[src/rtl/cfd_pkg.sv]
package cfd_pkg;
   // frame collector state: waiting for a start marker, or inside a frame
   typedef enum logic {
      CFD_IDLE    = 1'b0,
      CFD_COLLECT = 1'b1
   } cfd_state_e;
endpackage

[src/rtl/cfd_collector.sv]
module cfd_collector
   import cfd_pkg::*;
#(
   parameter int BYTE_W    = 8,
   parameter int FRAME_LEN = 6
)(
   input  logic                        clk,
   input  logic                        srst,
   input  logic [BYTE_W-1:0]           in_byte,
   input  logic                        in_first,
   output logic [FRAME_LEN*BYTE_W-1:0] frame_bus,
   output logic                        frame_fire
);
   localparam int POS_W = (FRAME_LEN > 2) ? $clog2(FRAME_LEN) : 1;
   localparam int LAST  = FRAME_LEN - 1;

   cfd_state_e                      state_q;
   logic [POS_W-1:0]                pos_q;
   logic [POS_W-1:0]                slot_sel;
   logic                            take;
   logic [FRAME_LEN-2:0][BYTE_W-1:0] slot_q;

   assign take       = in_first || (state_q == CFD_COLLECT);
   assign slot_sel   = in_first ? '0 : pos_q;
   assign frame_fire = !in_first && (state_q == CFD_COLLECT) && (pos_q == POS_W'(LAST));

   always_ff @(posedge clk) begin
      if (srst) begin
         state_q <= CFD_IDLE;
         pos_q   <= '0;
      end else if (in_first) begin
         state_q <= CFD_COLLECT;
         pos_q   <= POS_W'(1);
      end else if (state_q == CFD_COLLECT) begin
         if (pos_q == POS_W'(LAST)) begin
            state_q <= CFD_IDLE;
            pos_q   <= '0;
         end else begin
            pos_q <= pos_q + POS_W'(1);
         end
      end
   end

   // one holding slot per byte except the last, which is used live
   for (genvar k = 0; k < FRAME_LEN - 1; k++) begin : g_slot
      always_ff @(posedge clk) begin
         if (srst)
            slot_q[k] <= '0;
         else if (take && (slot_sel == POS_W'(k)))
            slot_q[k] <= in_byte;
      end
   end

   assign frame_bus = {in_byte, slot_q};
endmodule

[src/rtl/cfd_addr_match.sv]
module cfd_addr_match #(
   parameter int                ADDR_W = 16,
   parameter logic [ADDR_W-1:0] BASE   = 16'h0710,
   parameter logic [ADDR_W-1:0] MASK   = 16'h07FC
)(
   input  logic [ADDR_W-1:0] addr,
   output logic              hit
);
   if (MASK == '0) begin : g_open
      // empty mask: every address is inside the window
      assign hit = 1'b1;
   end else begin : g_cmp
      assign hit = (((addr ^ BASE) & MASK) == '0);
   end
endmodule

[src/rtl/cmd_frame_deser.sv]
module cmd_frame_deser #(
   parameter int          BYTE_W     = 8,
   parameter int          ADDR_BYTES = 2,
   parameter int          DATA_BYTES = 4,
   parameter int          IDX_W      = 2,
   parameter logic [31:0] BASE_ADDR  = 32'h0000_0710,
   parameter logic [31:0] ADDR_MASK  = 32'h0000_07FC
)(
   input  logic                         clk,
   input  logic                         srst,
   input  logic [BYTE_W-1:0]            in_byte,
   input  logic                         in_first,
   output logic [IDX_W-1:0]             wr_idx,
   output logic [DATA_BYTES*BYTE_W-1:0] wr_data,
   output logic                         wr_en
);
   localparam int ADDR_W    = ADDR_BYTES * BYTE_W;
   localparam int DATA_W    = DATA_BYTES * BYTE_W;
   localparam int FRAME_LEN = ADDR_BYTES + DATA_BYTES;
   localparam int FRAME_W   = FRAME_LEN * BYTE_W;

   if (BYTE_W < 1) begin : g_bad_byte
      $error("BYTE_W must be at least 1");
   end
   if (ADDR_BYTES < 1 || ADDR_W > 32) begin : g_bad_addr
      $error("address must be 1 byte to 32 bits");
   end
   if (DATA_BYTES < 1) begin : g_bad_data
      $error("DATA_BYTES must be at least 1");
   end
   if (IDX_W < 1 || IDX_W > ADDR_W) begin : g_bad_idx
      $error("IDX_W must fit inside the address");
   end

   logic [FRAME_W-1:0] frame_bus;
   logic               frame_fire;
   logic [ADDR_W-1:0]  frame_addr;
   logic [DATA_W-1:0]  frame_data;
   logic               addr_hit;

   cfd_collector #(
      .BYTE_W    (BYTE_W),
      .FRAME_LEN (FRAME_LEN)
   ) i_collect (
      .clk        (clk),
      .srst       (srst),
      .in_byte    (in_byte),
      .in_first   (in_first),
      .frame_bus  (frame_bus),
      .frame_fire (frame_fire)
   );

   assign frame_addr = frame_bus[ADDR_W-1:0];
   assign frame_data = frame_bus[FRAME_W-1 -: DATA_W];

   cfd_addr_match #(
      .ADDR_W (ADDR_W),
      .BASE   (BASE_ADDR[ADDR_W-1:0]),
      .MASK   (ADDR_MASK[ADDR_W-1:0])
   ) i_match (
      .addr (frame_addr),
      .hit  (addr_hit)
   );

   always_ff @(posedge clk) begin
      if (srst) begin
         wr_en   <= 1'b0;
         wr_idx  <= '0;
         wr_data <= '0;
      end else begin
         wr_en <= frame_fire && addr_hit;
         if (frame_fire && addr_hit) begin
            wr_idx  <= frame_addr[IDX_W-1:0];
            wr_data <= frame_data;
         end
      end
   end
endmodule

[config.mk]
export PLATFORM = sky130hd
export DESIGN_NAME = cmd_frame_deser
export DESIGN_NICKNAME = d
export VERILOG_FILES = /design/src/rtl/cfd_pkg.sv /design/src/rtl/cfd_collector.sv /design/src/rtl/cfd_addr_match.sv /design/src/rtl/cmd_frame_deser.sv
export SDC_FILE = /design/constraint.sdc
export NUM_CORES = 1
export LEC_CHECK = 0
export CAP_MARGIN = 25
export CORE_AREA = 2 2 99 101
export DETAILED_ROUTE_END_ITERATION = 8
export DIE_AREA = 0 0 101 103
export PLACE_DENSITY = 0.71
export SKIP_LAST_GASP = 1
export SYNTH_ARGS = -nofsm -noshare
export SYNTH_HDL_FRONTEND = slang
export SYNTH_HIERARCHICAL = 1
export SYNTH_SLANG_ARGS = --single-unit
[constraint.sdc]
create_clock -name clk -period 1.5 [get_ports clk]
set_input_delay 0.375 -clock clk [delete_from_list [all_inputs] [get_ports clk]]
set_output_delay 0.375 -clock clk [all_outputs]
set_load 0.1 [all_outputs]
==> reports/results.ini, run 1 <==
[floorplanning]
initial_utilization = 0.364
die_x_um = 101
core_area_um2 = 9460
die_area_um2 = 10400
die_height_um = 103
num_rows = 36
ios = 46

[timing]
slew_viol_final = 0
fmaxAchievable_mhz = 683
tightest_slew_ps = 357
post-route-period-util = 0.976
setup_violations = 0
hold_viol_final = 0
tns_ps = 0
setup_ws_ps = 36.4
final.setup_skew_ps = 10.6
rsz0062_at_grt = yes
min_period_ps = 1460
slew_headroom = 0.761

[critical_path]
crit_required_ps = 1780
worst-setup-path-type = in2reg
worstSetupEndpointType = flip-flop
arrival_ps = 1740
cp-start-kind = input pin
worstPathMaxFanout = 6

[routing]
dr.pass1.iters = 4
first_iter_violations = 88
post_drt_wl_per_cell_um = 14.3
final_antenna_net_count = 0
wl_um = 6790
vias = 2336
remaining_drc_errors = 0
via_per_inst = 4.92

[pwr]
ir_drop_mv = 0.336
power_density_nw_per_um2 = 806
leakagePower_nw = 1.70

[final_layout]
drive_above_1_share = 0.335
utilization = 0.476
fill_cells = 854
nets = 367
diodes = 0
area_growth_pct = 30.7

[place]
dp_hpwl_um = 4660
post-place-ws_ps = -387
io_buffers = 45
gp_congestion = 0.716

[clock_network]
cts_hold_buf = 0
clock-sinks = 74
cts-root-buf = clkbuf_8
cts_tree = yes
cts_max_path_buffers = 2
clk_pin_slew_ps = 80
cts_max_level = 3
clkLatencyLatePin_ps = 360
numCtsBuffers = 9

[grt]
grt_max_degree = 44
overflow = 0
grt_pass1_wl_um = 11700
grtUsageTotal = 0.145
antenna_found_initial = 0
first_global_vias = 2368

[hold_path]
hp-class = in2reg

[yosys]
syn_inst = 320
ys_warn_count = 6
synth_area_per_cell_um2 = 10.8
syn_nets = 331
syn_area_um2 = 3440

[status]
status = completed

[flow_run]
maxCapViolCount = 0

[sequential cells by signal, summed over array words and instances, names as in the netlist]
name and cells:
wr_en 1, i_collect/state_q 1, wr_data 32, i_collect/frame_bus 35
wr_idx 2, i_collect/pos_q 3
[area by class of cell]
| cell class | instances | area (um^2) | area share |
|---|---|---|---|
| Tap cell | 114 | 143 | 0.0317 |
| Inverter | 1 | 3.75 | 0.000834 |
| Clock buffer | 11 | 141 | 0.0314 |
| Multi-Input combinational cell | 209 | 1700 | 0.378 |
| Sequential cell | 74 | 1480 | 0.329 |
| Timing Repair Buffer | 61 | 991 | 0.220 |
| Clock inverter | 5 | 37.5 | 0.00834 |
[routing by layer]
layer,GRT usage,wire (um),vias up
met5,0,0,-
met1,0.197,3270,1104
met4,0.0561,117,0
met3,0.0414,280,9
li1,-,-,1171
met2,0.217,3120,52
[repair_timing]
action / in CTS / in global routing
resized for setup: 1 / 2
endpoints found under the setup margin: 1 / 14
buffers inserted: 0 / 0
[report_power, final]
| group | internal, mW | total (mW) | switching, mW |
|---|---|---|---|
| clock | 0.651 | 1.41 | 0.763 |
| sequential | 1.99 | 2.00 | 0.0165 |
| combinational | 0.0990 | 0.208 | 0.109 |
| total | 2.74 | 3.63 | 0.889 |
[critical path: stages]
cell and delay (ps):
clkdlybuf4s50_1 460, nor3b_4 210, buf_4 140, and3b_1 200, buf_12 130, mux2i_2 210
[placed cells by master (no fill, tap or decap)]
| cell type | count |
|---|---|
| dfxtp_1 | 74 |
| nand2b_1 | 43 |
| buf_12 | 41 |
| mux2i_1 | 35 |
| a21bo_1 | 34 |
| a21oi_2 | 34 |
| nand3_1 | 25 |
| clkbuf_8 | 10 |
| buf_4 | 10 |
| nand3_2 | 9 |
| clkdlybuf4s50_1 | 9 |
| nor2_1 | 5 |
| nor3_1 | 3 |
| a21oi_1 | 3 |
| nand2_1 | 2 |
| clkinvlp_4 | 2 |
| nand2_4 | 2 |
| nand3b_1 | 2 |
| clkinv_4 | 1 |
| inv_6 | 1 |
| clkbuf_1 | 1 |
| clkinv_2 | 1 |
| nor3b_4 | 1 |
| and3_4 | 1 |
| and3b_1 | 1 |
| mux2i_2 | 1 |
| inv_1 | 1 |
| a31oi_4 | 1 |
| nor2b_1 | 1 |
| nand2_2 | 1 |
| and3b_2 | 1 |
| and4b_2 | 1 |
| or2_2 | 1 |
| nand4b_1 | 1 |
| and4bb_2 | 1 |
| buf_2 | 1 |
[path summary, 6_finish.rpt]
| kind | startpoint | endpoint | slack, ps | cells after the start |
|---|---|---|---|---|
| min reg2reg | i_collect/frame_bus[28] | wr_data[12] | 460 | 2 |
| min | srst | wr_en | 380 | 2 |
| max | in_first | i_collect/frame_bus[33] | 40 | 6 |
| max reg2reg | i_collect/frame_bus[6] | wr_data[27] | 100 | 5 |
[stage by stage]
step | cell area (um^2) | power, mW | std cells | hold slack [ps]
floorplan | 3470 | 2.19 | 320 | 439
global placement | 4310 | 2.25 | 459 | 457
detailed placement | 4310 | 2.26 | 459 | 463
CTS | 4490 | 3.67 | 475 | 371
global route | 4500 | 3.78 | 475 | 393
finish | 4500 | 3.63 | 475 | 381
Note: power is estimated with default switching activity, not from simulation.
==> inputs of run 2 (changes only) <==
- CAP_MARGIN: 25 -> 15
==> results of run 2 <==
The final DEF is identical to that of run 1; final timing and power are the same.
==> inputs of run 3 (changes only) <==
- CTS_CLUSTER_DIAMETER: default -> 120
- GPL_ROUTABILITY_DRIVEN: default -> 0
==> results of run 3 <==
The final DEF is identical to that of run 1; final timing and power are the same.
